===== src/rtl/arm_pkg.sv =====
package arm_pkg;

  typedef enum logic [1:0] {
    CLS_IDLE = 2'd0,
    CLS_PART = 2'd1,
    CLS_BUSY = 2'd2
  } act_class_e;

  localparam int NUM_CLASSES = 3;

endpackage


===== src/rtl/arm_sync.sv =====
module arm_sync #(
  parameter int WIDTH = 2
) (
  input  logic             clk,
  input  logic             rst_n,
  input  logic [WIDTH-1:0] async_in,
  output logic [WIDTH-1:0] sync_out
);

  logic [WIDTH-1:0] meta_q;
  logic [WIDTH-1:0] stab_q;

  always_ff @(posedge clk or negedge rst_n) begin
    if (!rst_n) begin
      meta_q <= '0;
      stab_q <= '0;
    end else begin
      meta_q <= async_in;
      stab_q <= meta_q;
    end
  end

  assign sync_out = stab_q;

endmodule


===== src/rtl/arm_classify.sv =====
module arm_classify import arm_pkg::*; #(
  parameter int N_CORES = 2,
  localparam int NPAT   = 1 << N_CORES
) (
  input  logic [N_CORES-1:0]     pattern,
  output logic [NUM_CLASSES-1:0] cls_hit,
  output logic [NPAT-1:0]        pat_hit
);

  logic every_busy;
  logic every_idle;

  always_comb begin
    every_busy = &pattern;
    every_idle = ~|pattern;
    cls_hit             = '0;
    cls_hit[CLS_BUSY]   = every_busy;
    cls_hit[CLS_IDLE]   = every_idle;
    cls_hit[CLS_PART]   = !every_busy && !every_idle;
  end

  for (genvar p = 0; p < NPAT; p++) begin : g_pat
    assign pat_hit[p] = (pattern == N_CORES'(p));
  end

endmodule


===== src/rtl/arm_slot_timer.sv =====
module arm_slot_timer #(
  parameter int SLOT_W = 16
) (
  input  logic              clk,
  input  logic              rst_n,
  input  logic [SLOT_W-1:0] slot_len,
  output logic              slot_end,
  output logic              strobe
);

  logic [SLOT_W-1:0] elapsed_q, elapsed_d;
  logic              strobe_q, strobe_d;
  logic [SLOT_W:0]   eff_len;
  logic [SLOT_W:0]   next_cnt;

  always_comb begin
    eff_len   = (slot_len == '0) ? (SLOT_W+1)'(1) : {1'b0, slot_len};
    next_cnt  = {1'b0, elapsed_q} + (SLOT_W+1)'(1);
    slot_end  = (next_cnt >= eff_len);
    elapsed_d = slot_end ? '0 : next_cnt[SLOT_W-1:0];
    strobe_d  = slot_end;
  end

  always_ff @(posedge clk or negedge rst_n) begin
    if (!rst_n) begin
      elapsed_q <= '0;
      strobe_q  <= 1'b0;
    end else begin
      elapsed_q <= elapsed_d;
      strobe_q  <= strobe_d;
    end
  end

  assign strobe = strobe_q;

endmodule


===== src/rtl/arm_accum.sv =====
module arm_accum #(
  parameter int SLOT_W = 16
) (
  input  logic              clk,
  input  logic              rst_n,
  input  logic              hit,
  input  logic              slot_end,
  output logic [SLOT_W-1:0] result
);

  logic [SLOT_W-1:0] acc_q, acc_d;
  logic [SLOT_W-1:0] res_q, res_d;
  logic [SLOT_W-1:0] acc_inc;
  logic              res_en;

  always_comb begin
    acc_inc = acc_q + SLOT_W'(hit);
    res_en  = slot_end;
    acc_d   = slot_end ? '0 : acc_inc;
    res_d   = res_en ? acc_inc : res_q;
  end

  always_ff @(posedge clk or negedge rst_n) begin
    if (!rst_n) begin
      acc_q <= '0;
      res_q <= '0;
    end else begin
      acc_q <= acc_d;
      res_q <= res_d;
    end
  end

  assign result = res_q;

endmodule


===== src/rtl/activity_residency_monitor.sv =====
module activity_residency_monitor import arm_pkg::*; #(
  parameter int N_CORES = 2,
  parameter int SLOT_W  = 16,
  parameter bit LOC_EN  = 1'b1,
  localparam int NPAT   = 1 << N_CORES
) (
  input  logic                   clk,
  input  logic                   rst_n,
  input  logic [N_CORES-1:0]     core_busy,
  input  logic [SLOT_W-1:0]      slot_len,
  output logic                   res_valid,
  output logic [SLOT_W-1:0]      res_busy,
  output logic [SLOT_W-1:0]      res_idle,
  output logic [SLOT_W-1:0]      res_part,
  output logic [NPAT*SLOT_W-1:0] res_pat
);

  logic [N_CORES-1:0]     core_sync;
  logic [NUM_CLASSES-1:0] cls_hit;
  logic [NPAT-1:0]        pat_hit;
  logic                   slot_end;
  logic [SLOT_W-1:0]      cls_res [NUM_CLASSES];

  arm_sync #(.WIDTH(N_CORES)) u_sync (
    .clk      (clk),
    .rst_n    (rst_n),
    .async_in (core_busy),
    .sync_out (core_sync)
  );

  arm_classify #(.N_CORES(N_CORES)) u_cls (
    .pattern (core_sync),
    .cls_hit (cls_hit),
    .pat_hit (pat_hit)
  );

  arm_slot_timer #(.SLOT_W(SLOT_W)) u_timer (
    .clk      (clk),
    .rst_n    (rst_n),
    .slot_len (slot_len),
    .slot_end (slot_end),
    .strobe   (res_valid)
  );

  for (genvar c = 0; c < NUM_CLASSES; c++) begin : g_cls
    arm_accum #(.SLOT_W(SLOT_W)) u_acc (
      .clk      (clk),
      .rst_n    (rst_n),
      .hit      (cls_hit[c]),
      .slot_end (slot_end),
      .result   (cls_res[c])
    );
  end

  assign res_busy = cls_res[CLS_BUSY];
  assign res_idle = cls_res[CLS_IDLE];
  assign res_part = cls_res[CLS_PART];

  if (LOC_EN) begin : g_loc
    for (genvar p = 0; p < NPAT; p++) begin : g_pat
      arm_accum #(.SLOT_W(SLOT_W)) u_acc (
        .clk      (clk),
        .rst_n    (rst_n),
        .hit      (pat_hit[p]),
        .slot_end (slot_end),
        .result   (res_pat[p*SLOT_W +: SLOT_W])
      );
    end
  end else begin : g_noloc
    assign res_pat = '0;
  end

endmodule


===== config.mk =====
export PLATFORM = sky130hd
export DESIGN_NAME = activity_residency_monitor
export DESIGN_NICKNAME = d
export VERILOG_FILES = /design/src/rtl/arm_pkg.sv /design/src/rtl/arm_sync.sv /design/src/rtl/arm_classify.sv /design/src/rtl/arm_slot_timer.sv /design/src/rtl/arm_accum.sv /design/src/rtl/activity_residency_monitor.sv
export SDC_FILE = /design/constraint.sdc
export NUM_CORES = 1
export LEC_CHECK = 0
export ABC_AREA = 1
export BUFFER_PORTS_ARGS = -buffer_cell sky130_fd_sc_hd__clkbuf_2
export CORE_MARGIN = 4
export CORE_UTILIZATION = 59
export CTS_BUF_LIST = sky130_fd_sc_hd__clkbuf_16
export CTS_CLUSTER_DIAMETER = 200
export CTS_CLUSTER_SIZE = 30
export DETAILED_ROUTE_END_ITERATION = 16
export PLACE_DENSITY_LB_ADDON = 0.1
export SETUP_SLACK_MARGIN = 0.2
export SLEW_MARGIN = 10
export SYNTH_ARGS = -nofsm -noshare
export SYNTH_HDL_FRONTEND = slang
export SYNTH_SLANG_ARGS = --single-unit

===== constraint.sdc =====
create_clock -name clk -period 3.18 [get_ports clk]
set_clock_uncertainty 0.1 [all_clocks]
set_input_delay 0.159 -clock clk [delete_from_list [all_inputs] [get_ports clk]]
set_output_delay 0.159 -clock clk [all_outputs]
set_load 0.005 [all_outputs]

* Word level (Yosys, flattened, before mapping)
Cells that the tools add are included.
W data, S select, Z words.
** Storage, ports and cells
- Register bits after elaboration :: 245
- Output and inout port bits :: 113
- Word-level logic and storage cells :: 46
** Operators by class
- $add $sub $neg :: 8
- $lt $le $gt $ge :: 1
- Eq/ne operators :: 3
- Mux-type cells :: 9
- Reduce and logical (&&, ||, !) cells :: 7
** Operators by type and width (count)
- $mux W16 :: 9
- $add A16 B1 Y16 :: 7
- $add A16 B1 Y17 const B :: 1
- $ge A17 B17 Y1 :: 1
- $logic_not A16 Y1 :: 1
- $eq A2 B2 Y1 const B :: 2
- $eq A2 B1 Y1 const B :: 1
- $logic_not A1 Y1 :: 2
- $logic_not A2 Y1 :: 1
- $reduce_and A2 Y1 :: 1
- $reduce_or A2 Y1 :: 1
- $logic_and A1 B1 Y1 :: 1

* Depth between registers and ports, before layout
Gate-level depths: netlist (run 1).
- Word-level depth :: 5
- Mapped depth :: 20
- Gate-level depth less buffers :: 18

* Modules after synthesis
Synthesis (run 1) repeated with hierarchy kept, for this count alone.
** Unflattened totals
- Cell total of the unflattened synthesis :: 1430
- Area, all modules :: 12200.5 sq um
** Modules (own cells, without submodules)
- arm_accum :: times used 7, cells an instance 174, area an instance 1502.7 sq um, sequential area each 800.8 sq um
- arm_slot_timer :: times used 1, cells an instance 198, area an instance 1493.9 sq um, sequential area each 425.4 sq um
- arm_sync :: times used 1, cells an instance 4, area an instance 100.1 sq um, sequential area each 100.1 sq um
- arm_classify :: times used 1, cells an instance 10, area an instance 87.6 sq um, sequential area each 0.0 sq um

* Worst setup path after synthesis (run 1)
Ideal clock, no wire load.
- Path kind :: register to register
- Start :: register u_timer.elapsed_q[0]
- End :: register g_cls[0].u_acc.res_q[10]
- Library setup time :: 0.067 ns
- Data arrival time :: 2.651 ns
- Required time :: 3.013 ns
- Slack :: 0.362 ns
- Stages on the path, launching flop included :: 20
- Buffers on the path :: 2
- Clock period less this slack :: 2.818 ns
- Path through :: dfrtp_1 -> ha_1 -> nand2_1 -> nor2_4 -> nand2_2 -> nor3_1 -> xor2_1 -> inv_1 -> ha_1 -> nand2_1 -> inv_1 -> nand2_1 -> nand2_1 -> nand2_1 -> nand3_1 -> nand2_1 -> buf_2 -> buf_1 -> nand4_1 -> nand2_1
** On the way
- Cells in the longest elaborated chain, start to end :: 2
** Ends and longest elaborated chain
- start: declaration :: RTL line arm_slot_timer.sv:11 : logic [SLOT_W-1:0] elapsed_q, elapsed_d;
- start signal: assignment :: RTL line arm_slot_timer.sv:29 : elapsed_q <= elapsed_d;
- $add A16 B1 Y17 :: RTL line arm_slot_timer.sv:18 : next_cnt = {1'b0, elapsed_q} + (SLOT_W+1)'(1);
- $ge A17 B17 Y1 :: RTL line arm_slot_timer.sv:19 : slot_end = (next_cnt >= eff_len);
- end signal: assignment :: RTL line arm_accum.sv:29 : res_q <= res_d;
- end: declaration :: RTL line arm_accum.sv:12 : logic [SLOT_W-1:0] res_q, res_d;
Every way passes these cells.
A chain may end at the register's enable or synchronous reset.

* Worst setup path in the final report (run 1)
- Start :: register u_timer.elapsed_q[0]
- End :: register g_loc.g_pat[3].u_acc.res_q[5]
** On the way
- Cells in the longest elaborated chain, start to end :: 2
** Ends and longest elaborated chain (RTL line)
- $add A16 B1 Y17 :: arm_slot_timer.sv:18
- $ge A17 B17 Y1 :: arm_slot_timer.sv:19
- end signal: assignment :: arm_accum.sv:29
- end: declaration :: arm_accum.sv:12
Every way passes these cells.

==> impl_metrics.toml, run 1 <==
[synth]
synth_area_leader_cell = "dfrtp_1"
synth_most_common_cell = "nand2_1"
ys_top_cells_by_count = "349 x nand2_1, 245 x dfrtp_1, 216 x inv_1"
ys_async_sr_fraction_pct = 100
ys_seq_elements = 245
yosysWarnings = 0
synth_edf_count = 0
netlist_top_cells_area = "dfrtp_1 50%, nand2_1 11%, inv_1 6.7%"
synth_top_area_share_pct = 50.4
syn-cell-area_mm2 = 0.0122
syn_inst = 1458
synth-main-ff-cell = "dfrtp_1"
synth_nets = 1513
synth_area_per_cell_um2 = 8.35
seq_area_frac_synth_pct = 50.4
synth_cell_types = 31

[drt]
first_pass_iters = 7
drc = 0
avgViaCountPerCell = 5.28
vias = 9821
wl_um = 29100
detail-route-antenna-nets = 0
drt-initial-drc-count = 422
wl_per_cell_um = 15.6

[timing]
maxSlewViolCount = 0
max_freq_mhz = 332
fin_hold_ws_ns = 0.178
setup_viol_count_final = 0
fin_tns_setup_ns = 0
period_needed_ns = 3.01
slew-limit-headroom_pct = 48.3
period_share_pct = 94.8
hold_viol = 0
grt_setup_unrepaired = "yes"
worst_slew_pin_slew_ns = 0.775

[power_and_ir_drop]
powerDensity_mw_per_mm2 = 590
ir_drop_v = 0.000416
power.leakage_nw = 7.46

[cts]
ctsHtreeMaxLevel = 1
numCtsBuffers = 12
clk_latency_ns = 0.48
clock-sinks = 245
root_buffer = "clkbuf_16"
cts_tree = "done"
clkTransAtPathRegs_ns = 0.12
cts_buffer_depth = 3

[global_route]
antenna_found_initial = 0
grt_util_all_layers_pct = 23.6
grt_max_degree = 97
overflow = 0
grt_pass1_wl_um = 44900
grt_pass1_vias = 9458

[placed_design]
io_buffer_count = 132
place_area_mm2 = 0.0131
routabilityCongestion = 0.886
hpwl_um = 17500

[critical_path]
r2r_cells = 16
worstPathCellList = "ha_2, nand2_2, nor2_4, nand2_4, nor2_4, nand3b_1, xor2_1, ha_1, a21oi_1, nand3_2, nand2_4, nand3_4, buf_12, buf_16, nand2_1, nand2_1"
r2r_end = "g_loc.g_pat[3].u_acc.result[5]"
worstPathArrival_ns = 3.26
worstPathRequired_ns = 3.43
crit_fanout = 8
crit_family = "simple AND/OR/NAND/NOR gates"
crit_buf_inv = 2
critPathMaxStageDelay_ns = 0.38
r2r_slack_ns = 0.17
crit_path_end_kind = "flip-flop"
crit_type = "flip-flop to flip-flop"
rr_startpoint = "u_timer.elapsed_q[0]"
startpoint_type = "flip-flop"
crit_slowest_cell = "dfrtp_1"

[floorplan]
die_height_um = 152
core_mm2 = 0.0202
die_x_um = 152
start_util_pct = 60.2
io_pins = 133
rows = 52
die_area_mm2 = 0.0230

[final_layout]
fillCellCount = 1635
multiInputGateArea_mm2 = 0.00503
nets = 1645
n_antenna_cell = 0
area_growth_pct = 16.7
design_area_mm2 = 0.0142
drive_gt1_share_pct = 14.9
seqCellArea_mm2 = 0.00613

[hold_path]
hp-class = "primary input to async pin"

[run]
drv_cap = 0

[run_status]
status = "finished, final reports clean"
-- flip-flops by register name, indices dropped and copies added, names as in the netlist --
name                      cells
u_sync.meta_q                 2
u_timer.strobe                1
g_cls.u_acc.result           48
g_cls.u_acc.acc_q            48
u_sync.sync_out               2
g_loc.g_pat.u_acc.acc_q      64
g_loc.g_pat.u_acc.result     64
u_timer.elapsed_q            16
-- worst max path at each step --
| stage | start | slack (ns) | to | depth (start not counted) |
|---|---|---|---|---|
| 6_report | u_timer.elapsed_q[0] | 0.17 | g_loc.g_pat[3].u_acc.result[5] | 16 |
| 5_1_grt | u_timer.elapsed_q[0] | 0.003 | g_loc.g_pat[3].u_acc.result[10] | 20 |
| 4_1_cts | u_timer.elapsed_q[1] | 0.20 | g_loc.g_pat[2].u_acc.result[1] | 20 |
| 3_5_place_dp | u_timer.elapsed_q[1] | 0.12 | g_loc.g_pat[3].u_acc.result[7] | 19 |
| 3_3_place_gp | u_timer.elapsed_q[0] | 0.22 | g_loc.g_pat[2].u_acc.acc_q[12] | 18 |
| 2_1_floorplan | u_timer.elapsed_q[0] | 0.36 | g_cls[0].u_acc.result[10] | 19 |
-- through the flow --
stage | power (mW) | cells | util, % | setup WS (ns)
finish | 8.39 | 1860 | 70.2 | 0.166
global route | 8.93 | 1860 | 70.2 | 0.00252
CTS | 8.29 | 1844 | 67.9 | 0.201
detailed placement | 6.45 | 1818 | 64.9 | 0.123
global placement | 6.39 | 1818 | 64.9 | 0.221
floorplan | 5.55 | 1458 | - | 0.362
-- kinds of logic after synthesis --
| family | share of synthesized area (%) |
|---|---|
| buf+inv | 9.58 |
| xor+xnor | 6.76 |
| simple gates | 28.9 |
| fa+ha+maj | 3.60 |
| flops | 50.4 |
| compound gates | 0.792 |
-- worst reg2reg max path: cells and delay by family (launching register included) --
kind / cells / cell delay (ns)
DFF: 1 / 0.38
buffers and inverters: 2 / 0.38
and+or+nand+nor: 10 / 1.05
AOI/OAI and AO/OA: 1 / 0.29
xor gates and xnor gates: 1 / 0.17
adders and majority gates: 2 / 0.50
-- power breakdown --
part | switching, mW | internal [mW] | total (mW) | leakage, nW
combinational | 1.26 | 1.06 | 2.32 | 4.01
clock | 1.01 | 0.759 | 1.77 | 0.172
sequential | 0.501 | 3.80 | 4.30 | 3.28
-- cell type report --
| type | instances | share of cell area [%] |
|---|---|---|
| Multi-Input combinational cell | 934 | 35.4 |
| Clock inverter | 1 | 0.211 |
| Timing Repair Buffer | 180 | 10.8 |
| Tap cell | 270 | 2.38 |
| Inverter | 217 | 5.73 |
| Sequential cell | 245 | 43.2 |
| Clock buffer | 13 | 2.29 |
-- what timing repair did --
item | 4_1_cts | 5_1_grt
endpoints found under the hold margin | 93 | 0
cloned | 3 | 15
endpoints found under the setup margin | 196 | 240
buffers inserted | 6 | 2
hold buffers | 3 | 0
resized for setup | 10 | 44
pin swaps | 3 | 17
-- cells in the final DEF, fill, tap and decap left out, types with 4 or more instances in the layout --
cell type	n
nand2_1	325
dfrtp_1	245
inv_1	214
nor2_1	172
clkbuf_2	131
nand4_1	129
xor2_1	78
nand3_1	51
nor3_1	41
ha_1	33
clkbuf_16	26
nor2b_1	25
nand2_2	18
xnor2_1	16
buf_4	11
o21ai_0	9
buf_12	9
nand2_4	8
buf_16	7
buf_6	5
or2_2	4
a21oi_1	4
-- per-layer routing --
layer / GRT usage [%] / vias to the layer above / part of all wire (%)
met4: 4.76 / 0 / 1.8
met2: 41.2 / 222 / 50
met5: 0 / - / 0
li1: - / 4823 / -
met3: 2.35 / 40 / 4.1
met1: 32.5 / 4736 / 44
Power figures use the tool's default switching activity.
==> inputs of run 2 (changes only) <==
--- a/config.mk
+++ b/config.mk
@@ -7,8 +7,10 @@
 export LEC_CHECK = 0
 export ABC_AREA = 1
 export BUFFER_PORTS_ARGS = -buffer_cell sky130_fd_sc_hd__clkbuf_2
+export CELL_PAD_IN_SITES_DETAIL_PLACEMENT = 0
+export CELL_PAD_IN_SITES_GLOBAL_PLACEMENT = 1
 export CORE_MARGIN = 4
-export CORE_UTILIZATION = 59
+export CORE_UTILIZATION = 40
 export CTS_BUF_LIST = sky130_fd_sc_hd__clkbuf_16
 export CTS_CLUSTER_DIAMETER = 200
 export CTS_CLUSTER_SIZE = 30
==> constraint.sdc (replaced) <==
create_clock -name clk -period 2.7 [get_ports clk]
set_clock_uncertainty 0.1 [all_clocks]
set_input_delay 0.135 -clock clk [delete_from_list [all_inputs] [get_ports clk]]
set_output_delay 0.135 -clock clk [all_outputs]
set_load 0.005 [all_outputs]
==> run 2 against run 1 <==
The run now ends with negative setup slack left. Clock power up 20%. Utilization decreased by 21 points. Sequential power rose by 18%. Via count decreased by 2.1%. Total power up 18%. Non-clock buffer count grew 37. Sequential share of layout area down 1.1 points. Cell count grew 8.4%. Flip-flop and latch count is the same. Global-route usage shrank 6.1 points. First-iteration DRC count increased by 24%. Wire length rose by 3.8%.
==> impl_metrics.toml, run 2 (synthesis gave the netlist of run 1 again) <==
[power_and_ir_drop]
power_frac_clock_pct = 21.4
p_int_mw = 6.64
power.leakage_nw = 7.59
seqPwrFrac_pct = 51.3
p_sw_share_pct = 32.9
ir_drop_v = 0.000455
powerDensity_mw_per_mm2 = 678
p_sw_mw = 3.25
p_comb_share_pct = 27.3

[floorplan]
rows = 63
die_height_um = 182
io_pins = 133
die_area_mm2 = 0.0333
core_mm2 = 0.0298
start_util_pct = 40.9
die_x_um = 182

[drt]
avgViaCountPerCell = 4.77
wl_met3_um = 930
wl_um = 30200
first_pass_iters = 5
drt-initial-drc-count = 523
highest_layer = "met4"
drc = 0
wl_per_cell_um = 15.0
wl_met2_um = 14100
wl_met1_um = 14800
detail-route-antenna-nets = 0
vias = 9613

[timing]
setup_viol_count_final = 241
maxSlewViolCount = 0
setup_ws_ns = -0.228
grt_setup_unrepaired = "yes"
slew-limit-headroom_pct = 67.0
period_share_pct = 108
hold_viol = 0
period_needed_ns = 2.93
fin_hold_ws_ns = 0.0487
max_freq_mhz = 342
worst_slew_pin_slew_ns = 0.496

[critical_path]
critPathMaxStageDelay_ns = 0.40
startpoint_type = "flip-flop"
crit_cells = 19
crit_type = "flip-flop to flip-flop"
crit_fanout = 6
crit_family = "simple AND/OR/NAND/NOR gates"
crit_slowest_cell = "dfrtp_1"
worstPathCellList = "ha_2, nand2_2, nor2_4, nand2_4, nor2_4, nand3b_1, xor2_2, ha_1, nand2_1, inv_2, nand2_2, nor2_1, nand2_1, nand3_2, nand2_4, nand3_4, buf_6, bufbuf_16, nor2b_1"
crit_path_end_kind = "flip-flop"
worstPathRequired_ns = 3.03
worstPathArrival_ns = 3.25
r2r_cells = 19
crit_buf_inv = 3

[final_layout]
n_antenna_cell = 0
final_common_cell = "nand2_1"
design_area_mm2 = 0.0146
final_cell_mix = "343 x nand2_1, 245 x dfrtp_1, 213 x inv_1"
drive_gt1_share_pct = 15.9
area_growth_pct = 19.9
nets = 1682

[run_status]
status = "complete, but fails checks"
failed_checks = "negative setup slack"

[run]
drv_cap = 0

[global_route]
grt_pass1_wl_um = 49100
grt_pass1_vias = 9557
grt_util_all_layers_pct = 17.5
grt_max_degree = 89
antenna_found_initial = 0
overflow = 0

[cts]
root_buffer = "clkbuf_16"
clk_latency_ns = 0.49
cts_tree = "done"
cts_buffer_depth = 3
numCtsBuffers = 12
clkTransAtPathRegs_ns = 0.13
ctsHtreeMaxLevel = 1
clock-sinks = 245

[placed_design]
hpwl_um = 19900
routabilityCongestion = 0.822
io_buffer_count = 132
place_area_mm2 = 0.0137

[hold_path]
hp-class = "primary input to async pin"
[run 2: changes by cell type in the layout (fill, tap and decap cells not counted), sizes merged]
cell,previous run,this run
buf,33,74
bufbuf,0,1
clkbuf,157,152
[run 2: layer usage]
| layer | GRT usage (%) | vias to the layer above |
|---|---|---|
| met5 | 0 | - |
| met4 | 2.55 | 0 |
| met3 | 2.01 | 19 |
| met2 | 28.6 | 147 |
| met1 | 25.8 | 4560 |
| li1 | - | 4887 |
[run 2: worst paths after layout]
| path | startpoint | endpoint | slack [ns] |
|---|---|---|---|
| max | u_timer.elapsed_q[0] | g_loc.g_pat[1].u_acc.acc_q[14] | -0.23 |
| min | rst_n | u_timer.elapsed_q[6] | 0.05 |
| max reg2reg | u_timer.elapsed_q[0] | g_loc.g_pat[1].u_acc.acc_q[14] | -0.23 |
| min reg2reg | u_sync.meta_q[1] | u_sync.sync_out[1] | 0.27 |
| max in group asynchronous | rst_n | g_cls[0].u_acc.result[11] | 1.65 |
| min in group clk | core_busy[0] | u_sync.meta_q[0] | 0.23 |
[run 2: area by class of cell]
type	instances	area, µm²
Tap cell	390	488
Fill cell	2962	15200
Clock buffer	13	325
Multi-Input combinational cell	934	4970
Inverter	217	815
Clock inverter	1	30.0
Sequential cell	245	6130
Timing Repair Buffer	217	1840
[run 2: timing repair]
item / 4_1_cts / 5_1_grt
buffers inserted: 7 / 5
endpoints found under the setup margin: 241 / 241
gates resized for setup: 28 / 9
gates cloned: 2 / 9
pin swaps: 4 / 5
hold buffers: 3 / 0
hold endpoints to repair: 225 / 0
[run 2: stage by stage]
stage / worst slack (ns) / TNS [ns] / utilization, % / total power, mW / cells
floorplan: 0.0611 / 0 / - / 6.54 / 1458
global placement: -0.0888 / -10.21 / 45.9 / 7.71 / 1977
detailed placement: -0.139 / -20.62 / 45.9 / 7.75 / 1977
CTS: -0.169 / -22.34 / 47.9 / 9.96 / 2003
global route: -0.396 / -78.02 / 49.0 / 10.6 / 2017
finish: -0.228 / -37.07 / 49.0 / 9.90 / 2017
[run 2: power by group through the flow]
stage	clock [mW]	combinational [mW]	sequential, mW
after floorplan	0	1.51	5.03
after global placement	0	2.57	5.14
after detailed placement	0	2.60	5.14
after CTS	2.22	2.65	5.08
after global routing	2.35	3.11	5.18
final	2.12	2.70	5.07
